===== config.mk =====
export PLATFORM = sky130hd
export DESIGN_NAME = chk_engine
export DESIGN_NICKNAME = d
export VERILOG_FILES = /design/src/rtl/chk_pkg.sv /design/src/rtl/chk_crc_step.sv /design/src/rtl/chk_acc_next.sv /design/src/rtl/chk_post.sv /design/src/rtl/chk_engine.sv
export SDC_FILE = /design/constraint.sdc
export NUM_CORES = 1
export LEC_CHECK = 0
export BUFFER_PORTS_ARGS = -buffer_cell sky130_fd_sc_hd__buf_2
export CORE_MARGIN = 3
export CORE_UTILIZATION = 51
export CTS_CLUSTER_SIZE = 10
export DETAILED_ROUTE_END_ITERATION = 12
export GPL_ROUTABILITY_DRIVEN = 0
export PLACE_DENSITY = 0.7
export SLEW_MARGIN = 20
export SYNTH_ARGS = -nofsm -noshare
export SYNTH_HDL_FRONTEND = slang
export SYNTH_SLANG_ARGS = --single-unit

===== constraint.sdc =====
create_clock -name clk -period 6 [get_ports clk]
set_input_delay 1.2 -clock clk [delete_from_list [all_inputs] [get_ports clk]]
set_output_delay 1.2 -clock clk [all_outputs]
set_load 0.01 [all_outputs]

===== src/rtl/chk_pkg.sv =====
// Shared types for the checksum engine.
// Assumes: accumulator is 32 bits wide.
package chk_pkg;

    typedef enum logic [1:0] {
        ALG_CRC32 = 2'd0,
        ALG_CRC16 = 2'd1,
        ALG_SUM   = 2'd2,
        ALG_PAR   = 2'd3
    } alg_e;

    typedef struct packed {
        alg_e alg;
        logic lsb_first;
        logic opt_rev;
        logic opt_inv;
        logic opt_swap;
    } cfg_t;

    localparam int ACC_W   = 32;
    localparam int NUM_CRC = 4;

endpackage


===== src/rtl/chk_crc_step.sv =====
// One full-word CRC update: folds DATA_W data bits into a CRC_W-bit remainder.
// Assumes: POLY is given in msb-first (normal) form; the reflected form is
// derived here when LSB_FIRST is set.
module chk_crc_step #(
    parameter int          CRC_W     = 32,
    parameter int          DATA_W    = 32,
    parameter logic [31:0] POLY      = 32'h04C11DB7,
    parameter bit          LSB_FIRST = 1'b0
) (
    input  logic [CRC_W-1:0]  crc_in,
    input  logic [DATA_W-1:0] data,
    output logic [CRC_W-1:0]  crc_out
);

    function automatic logic [CRC_W-1:0] mirror(input logic [CRC_W-1:0] v);
        logic [CRC_W-1:0] r;
        for (int k = 0; k < CRC_W; k++) r[k] = v[CRC_W-1-k];
        return r;
    endfunction

    localparam logic [CRC_W-1:0] P_NORM = POLY[CRC_W-1:0];
    localparam logic [CRC_W-1:0] P_REFL = mirror(P_NORM);

    generate
        if (LSB_FIRST) begin : g_refl
            // Purpose: shift right, consume data bit 0 first.
            always_comb begin
                logic [CRC_W-1:0] c;
                logic fb;
                c = crc_in;
                for (int i = 0; i < DATA_W; i++) begin
                    fb = c[0] ^ data[i];
                    c  = c >> 1;
                    if (fb) c = c ^ P_REFL;
                end
                crc_out = c;
            end
        end else begin : g_norm
            // Purpose: shift left, consume data msb first.
            always_comb begin
                logic [CRC_W-1:0] c;
                logic fb;
                c = crc_in;
                for (int i = DATA_W - 1; i >= 0; i--) begin
                    fb = c[CRC_W-1] ^ data[i];
                    c  = c << 1;
                    if (fb) c = c ^ P_NORM;
                end
                crc_out = c;
            end
        end
    endgenerate

endmodule


===== src/rtl/chk_acc_next.sv =====
// Next-accumulator selector: computes every algorithm's update in parallel
// and picks the one named by the configuration.
// Assumes: DATA_W equals the 32-bit accumulator width.
module chk_acc_next
    import chk_pkg::*;
#(
    parameter int          DATA_W  = 32,
    parameter logic [31:0] POLY32  = 32'h04C11DB7,
    parameter logic [31:0] POLY16  = 32'h00001021
) (
    input  logic [ACC_W-1:0]  acc,
    input  logic [DATA_W-1:0] data,
    input  cfg_t              cfg,
    output logic [ACC_W-1:0]  acc_nxt
);

    // Index: bit1 = 16-bit variant, bit0 = lsb-first variant.
    logic [ACC_W-1:0] crc_res [NUM_CRC];

    generate
        for (genvar g = 0; g < NUM_CRC; g++) begin : g_crc
            localparam bit          IS16 = (g >= 2);
            localparam int          CW   = IS16 ? 16 : 32;
            localparam logic [31:0] PP   = IS16 ? POLY16 : POLY32;
            logic [CW-1:0] c_out;
            chk_crc_step #(
                .CRC_W    (CW),
                .DATA_W   (DATA_W),
                .POLY     (PP),
                .LSB_FIRST(g % 2 == 1)
            ) u_step (
                .crc_in (acc[CW-1:0]),
                .data   (data),
                .crc_out(c_out)
            );
            if (IS16) begin : g_pad
                assign crc_res[g] = {16'h0000, c_out};
            end else begin : g_full
                assign crc_res[g] = c_out;
            end
        end
    endgenerate

    // Purpose: choose the update for the active algorithm.
    always_comb begin
        unique case (cfg.alg)
            ALG_CRC32: acc_nxt = crc_res[{1'b0, cfg.lsb_first}];
            ALG_CRC16: acc_nxt = crc_res[{1'b1, cfg.lsb_first}];
            ALG_SUM:   acc_nxt = acc + ACC_W'(data);
            ALG_PAR:   acc_nxt = {{(ACC_W-1){1'b0}}, acc[0] ^ (^data)};
            default:   acc_nxt = acc;
        endcase
    end

endmodule


===== src/rtl/chk_post.sv =====
// Result shaping: optional reverse, then invert, then byte swap.
// Assumes: purely combinational; never writes back to the accumulator.
module chk_post
    import chk_pkg::*;
(
    input  logic [ACC_W-1:0] acc,
    input  cfg_t             cfg,
    output logic [ACC_W-1:0] res
);

    localparam int NBYTE = ACC_W / 8;

    logic [ACC_W-1:0] rev_full, rev_sel, inv_v, swp_v;

    // Purpose: mirror the word (full, or low half in 16-bit mode).
    always_comb begin
        for (int k = 0; k < ACC_W; k++) rev_full[k] = acc[ACC_W-1-k];
        if (cfg.alg == ALG_CRC16)
            rev_sel = {acc[ACC_W-1:16], rev_full[ACC_W-1:16]};
        else
            rev_sel = rev_full;
    end

    // Purpose: apply reverse and invert stages.
    assign inv_v = (cfg.opt_rev ? rev_sel : acc) ^ {ACC_W{cfg.opt_inv}};

    generate
        for (genvar b = 0; b < NBYTE; b++) begin : g_swap
            assign swp_v[8*b +: 8] = inv_v[8*(NBYTE-1-b) +: 8];
        end
    endgenerate

    // Purpose: final byte-swap stage.
    assign res = cfg.opt_swap ? swp_v : inv_v;

endmodule


===== src/rtl/chk_engine.sv =====
// Top: holds configuration and accumulator, accepts one word per cycle.
// Assumes: synchronous active-low reset; seed write has priority over data.
module chk_engine
    import chk_pkg::*;
#(
    parameter int          DATA_W = 32,
    parameter logic [31:0] POLY32 = 32'h04C11DB7,
    parameter logic [31:0] POLY16 = 32'h00001021
) (
    input  logic              clk,
    input  logic              rst_n,
    input  logic              cfg_wr,
    input  logic [1:0]        cfg_alg,
    input  logic              cfg_lsb,
    input  logic              cfg_rev,
    input  logic              cfg_inv,
    input  logic              cfg_swap,
    input  logic              seed_wr,
    input  logic [31:0]       seed_val,
    input  logic              in_valid,
    output logic              in_ready,
    input  logic [DATA_W-1:0] in_data,
    output logic [31:0]       result
);

    cfg_t             cfg_q;
    logic [ACC_W-1:0] acc_q, acc_nxt;

    assign in_ready = 1'b1;

    // Purpose: configuration register.
    always_ff @(posedge clk) begin
        if (!rst_n)
            cfg_q <= '{alg: ALG_CRC32, lsb_first: 1'b0, opt_rev: 1'b0,
                       opt_inv: 1'b0, opt_swap: 1'b0};
        else if (cfg_wr)
            cfg_q <= '{alg: alg_e'(cfg_alg), lsb_first: cfg_lsb,
                       opt_rev: cfg_rev, opt_inv: cfg_inv, opt_swap: cfg_swap};
    end

    chk_acc_next #(
        .DATA_W(DATA_W), .POLY32(POLY32), .POLY16(POLY16)
    ) u_next (
        .acc(acc_q), .data(in_data), .cfg(cfg_q), .acc_nxt(acc_nxt)
    );

    // Purpose: accumulator with seed priority.
    always_ff @(posedge clk) begin
        if (!rst_n)         acc_q <= '0;
        else if (seed_wr)   acc_q <= seed_val;
        else if (in_valid)  acc_q <= acc_nxt;
    end

    chk_post u_post (.acc(acc_q), .cfg(cfg_q), .res(result));

    p_ready_high_r7: assert property (@(posedge clk) in_ready == 1'b1);

    p_seed_load_r6: assert property (@(posedge clk) disable iff (!rst_n)
        seed_wr |=> acc_q == $past(seed_val));

    p_hold_r14: assert property (@(posedge clk) disable iff (!rst_n)
        (!seed_wr && !in_valid) |=> $stable(acc_q));

    p_sum_wrap_r4: assert property (@(posedge clk) disable iff (!rst_n)
        (in_valid && !seed_wr && cfg_q.alg == ALG_SUM)
        |=> acc_q == $past(acc_q) + ACC_W'($past(in_data)));

    p_par_upper_r5: assert property (@(posedge clk) disable iff (!rst_n)
        (in_valid && !seed_wr && cfg_q.alg == ALG_PAR) |=> acc_q[ACC_W-1:1] == '0);

    p_crc16_upper_r3: assert property (@(posedge clk) disable iff (!rst_n)
        (in_valid && !seed_wr && cfg_q.alg == ALG_CRC16) |=> acc_q[ACC_W-1:16] == '0);

    p_cfg_keeps_acc_r12: assert property (@(posedge clk) disable iff (!rst_n)
        (cfg_wr && !seed_wr && !in_valid) |=> $stable(acc_q));

    p_plain_result_r12: assert property (@(posedge clk) disable iff (!rst_n)
        (!cfg_q.opt_rev && !cfg_q.opt_inv && !cfg_q.opt_swap) |-> result == acc_q);

endmodule


==> reports/qor.csv <==
stage,metric,value,unit
worst_setup_path,endpoint_kind,flip-flop,
sta,hold_viol,0,
routing,vias,11300,
sta,finalClockSkew,0.0106,ns
clock_network,holdBufCountCts,0,
worst_setup_path,timing.rr.start,acc_q[29],
sta,setup_tns,0,ns
sta,period_share,0.933,
global_routing,track_usage,0.356,
place,placed_area,13600,sq um
logic_synthesis,ys_seq_elements,38,
clock_network,clk_pin_slew,0.06,ns
sta,finalMaxSlewViolations,0,
worst_setup_path,crit_end,acc_q[12],
logic_synthesis,syn-mean-instance-area,8.90,sq um
worst_setup_path,r2r-end,acc_q[12],
worst_setup_path,critical_path_depth,14,
worst_setup_path,reg2reg_slack,0.91,ns
worst_setup_path,crit_start,in_data[30],
finish,antennaDiodeCount,0,
worst_setup_path,crit_type,in -> reg,
finish,final_layout_size_suffix_gt1_frac,0.143,
worst_setup_path,critical-path-top-delay-family,XOR/XNOR gates,
sta,worst_pin_slew,1.07,ns
routing,viasPerCell,6.18,
logic_synthesis,syn_nets,1537,
logic_synthesis,synth_top_cell_by_area,xnor2_1,
worst_setup_path,path_cells,buf_2 > ha_1 > xnor3_1 > xnor2_1 > xor2_1 > xor2_1 > xnor2_1 > xnor3_1 > xnor2_1 > xnor2_1 > xnor2_1 > a221oi_1 > o21ai_1 > a21oi_1,
global_routing,grt_pass1_wl,70.3,mm
clock_network,cts-root-buf,clkbuf_16,
clock_network,clock-sinks,38,
global_routing,grt_pass1_vias,10900,
sta,rsz0062_at_grt,no,
sta,hold_ws,0.742,ns
finish,fill_cells,2212,
clock_network,clock_tree.buffer_depth,2,
logic_synthesis,synth_edf_count,0,
worst_hold_path,holdCritPathClass,reg -> reg,
sta,finalSetupViolations,0,
finish,seq_area,763,sq um
worst_setup_path,worstPathRequired,6.22,ns
logic_synthesis,netlist_area,12700,sq um
clock_network,cts_buffers,5,
routing,drtIter0Drc,1651,
place,hpwl,39.4,mm
die,die_area,26700,sq um
routing,wl_per_cell,26.3,um
die,core,24300,sq um
worst_setup_path,cp_max_fo,9,
logic_synthesis,synthFlopType,dfxtp_1,
logic_synthesis,yosysSeqAreaShare,0.0601,
logic_synthesis,ys.warnings.count,0,
clock_network,cts_tree,done,
finish,fin_area,13800,sq um
routing,first_pass_iters,8,
global_routing,grt_max_degree,66,
finish,fin_nets,1618,
worst_setup_path,critPathMostFrequentCell,xnor2_1,
die,row_count,57,
worst_setup_path,crit_buf_inv,1,
finish,syn_to_final_growth,8.91,%
sta,max_freq,0.179,GHz
place,port_buffers,106,
sta,period_needed,5.60,ns
logic_synthesis,synth_cells,1422,
logic_synthesis,synthTopCellsByCount,"xnor2_1, xor2_1, a21oi_1",
die,die_h,164,um
die,start_util,0.520,
logic_synthesis,synthTopCellsByArea,"xnor2_1, xor2_1, xnor3_1",
worst_setup_path,worst_path_max_delay_cell,ha_1,
clock_network,h-tree-depth,2,
job,cap_violations,0,
die,die_x,164,um
finish,multi_input_area,11500,sq um
outcome,run_status,"finished, final reports clean",
clock_network,insertion_delay,0.30,ns
die,ios,108,
logic_synthesis,synth.most_common_cell,xnor2_1,
routing,ant_nets,0,
clock_network,post-cts-setup-buffer-count,0,
routing,drc_errors,0,
worst_setup_path,worst_setup_path_start_kind,primary input,
routing,finalWirelength,48.1,mm
worst_setup_path,reg2reg_depth,14,
global_routing,antenna_found_initial,1,
logic_synthesis,yosys.cell_types.count,57,
global_routing,grt_overflow_total,0,
clock_network,cts_resized,0,
logic_synthesis,synthArstFlopShare,0,
sta,slew_headroom,0.284,
logic_synthesis,synth_top_area_share,0.328,
worst_setup_path,worstPathArrival,5.81,ns
worst_setup_path,slowest_delay,0.64,ns
cell families (layout without fill, tap and decap cells):
kind of cell / count (synthesis) / in the layout / share of synthesized area
compound gates: 256 / 256 / 0.125
xor+xnor: 762 / 762 / 0.645
fa+ha+maj: 40 / 40 / 0.0402
buf+inv: 103 / 184 / 0.0342
flops: 38 / 38 / 0.0601
mux: 43 / 43 / 0.0350
other cells: 1 / 1 / 0.000296
simple gates: 179 / 179 / 0.0607
per-layer routing:
metal | track usage | vias to the layer above | share of wire
met5 | 0 | - | 0
met4 | 0.241 | 0 | 0.089
met3 | 0.0819 | 224 | 0.13
met2 | 0.521 | 875 | 0.41
met1 | 0.466 | 5235 | 0.38
li1 | - | 4951 | -
stage by stage:
step,setup slack [ns],utilization,instances
global route,0.188,0.567,1827
detailed placement,0.278,0.561,1820
CTS,0.554,0.566,1827
finish,0.403,0.567,1827
floorplan,0.915,-,1422
global placement,0.318,0.561,1820
worst register-to-register path: stages, from the launching register on:
cell      delay, ns
dfxtp_1        0.76
ha_1           0.47
xor3_1         0.47
xnor2_1        0.24
buf_4          0.17
xor2_1         0.33
xor2_1         0.14
xnor2_1        0.46
xnor3_1        0.60
xnor2_1        0.40
xnor2_1        0.19
xnor2_1        0.12
a221oi_1       0.39
o21ai_1        0.13
a21oi_1        0.13
worst min path at each step:
stage               startpoint   endpoint  slack [ns]  cells past startpoint
global route         acc_q[20]  acc_q[20]        0.76                      2
detailed placement   acc_q[20]  acc_q[20]        0.72                      2
floorplan            acc_q[21]  acc_q[21]        0.57                      2
finish               acc_q[20]  acc_q[20]        0.74                      2
CTS                  acc_q[20]  acc_q[20]        0.73                      2
global placement     acc_q[20]  acc_q[20]        0.71                      2
cells in the final DEF (no fill, tap or decap), drive strengths merged, types with 2 or more instances in the layout:
cell type  netlist  final
xor3            18     18
a211o            5      5
mux2i           42     42
o21a             3      3
nand3            6      6
a221oi          15     15
xor2           181    181
clkbuf          57      5
a21oi           94     94
ha              39     39
dfxtp           38     38
o21ai           66     66
xnor2          498    498
o21bai           6      6
o22ai            6      6
nand2           42     42
o211ai           5      5
nor3            24     24
and3             9      9
o221ai          13     13
a2111oi          2      2
xnor3           65     65
nor2b            2      2
buf             31    162
a31oi            2      2
clkinv           1      3
a221o            4      4
inv             14     14
or3              5      5
a21o            10     10
nand2b           4      4
o31ai            5      5
nor2            84     84
a22oi            2      2
a211oi          12     12
state kept, by name, summed over array words and instances, names as in the netlist:
signal,cells
cfg_q,6
acc_q,32
final cells by class:
class                           count  area share
Tap cell                          324      0.0294
Timing Repair Buffer              162      0.0690
Clock buffer                        5     0.00908
Multi-Input combinational cell   1281       0.832
Inverter                           15     0.00409
Sequential cell                    38      0.0554
Clock inverter                      2    0.000726
Power is not shown: default switching activity piles up to over one toggle a cycle in this logic, so the estimate is an artifact.
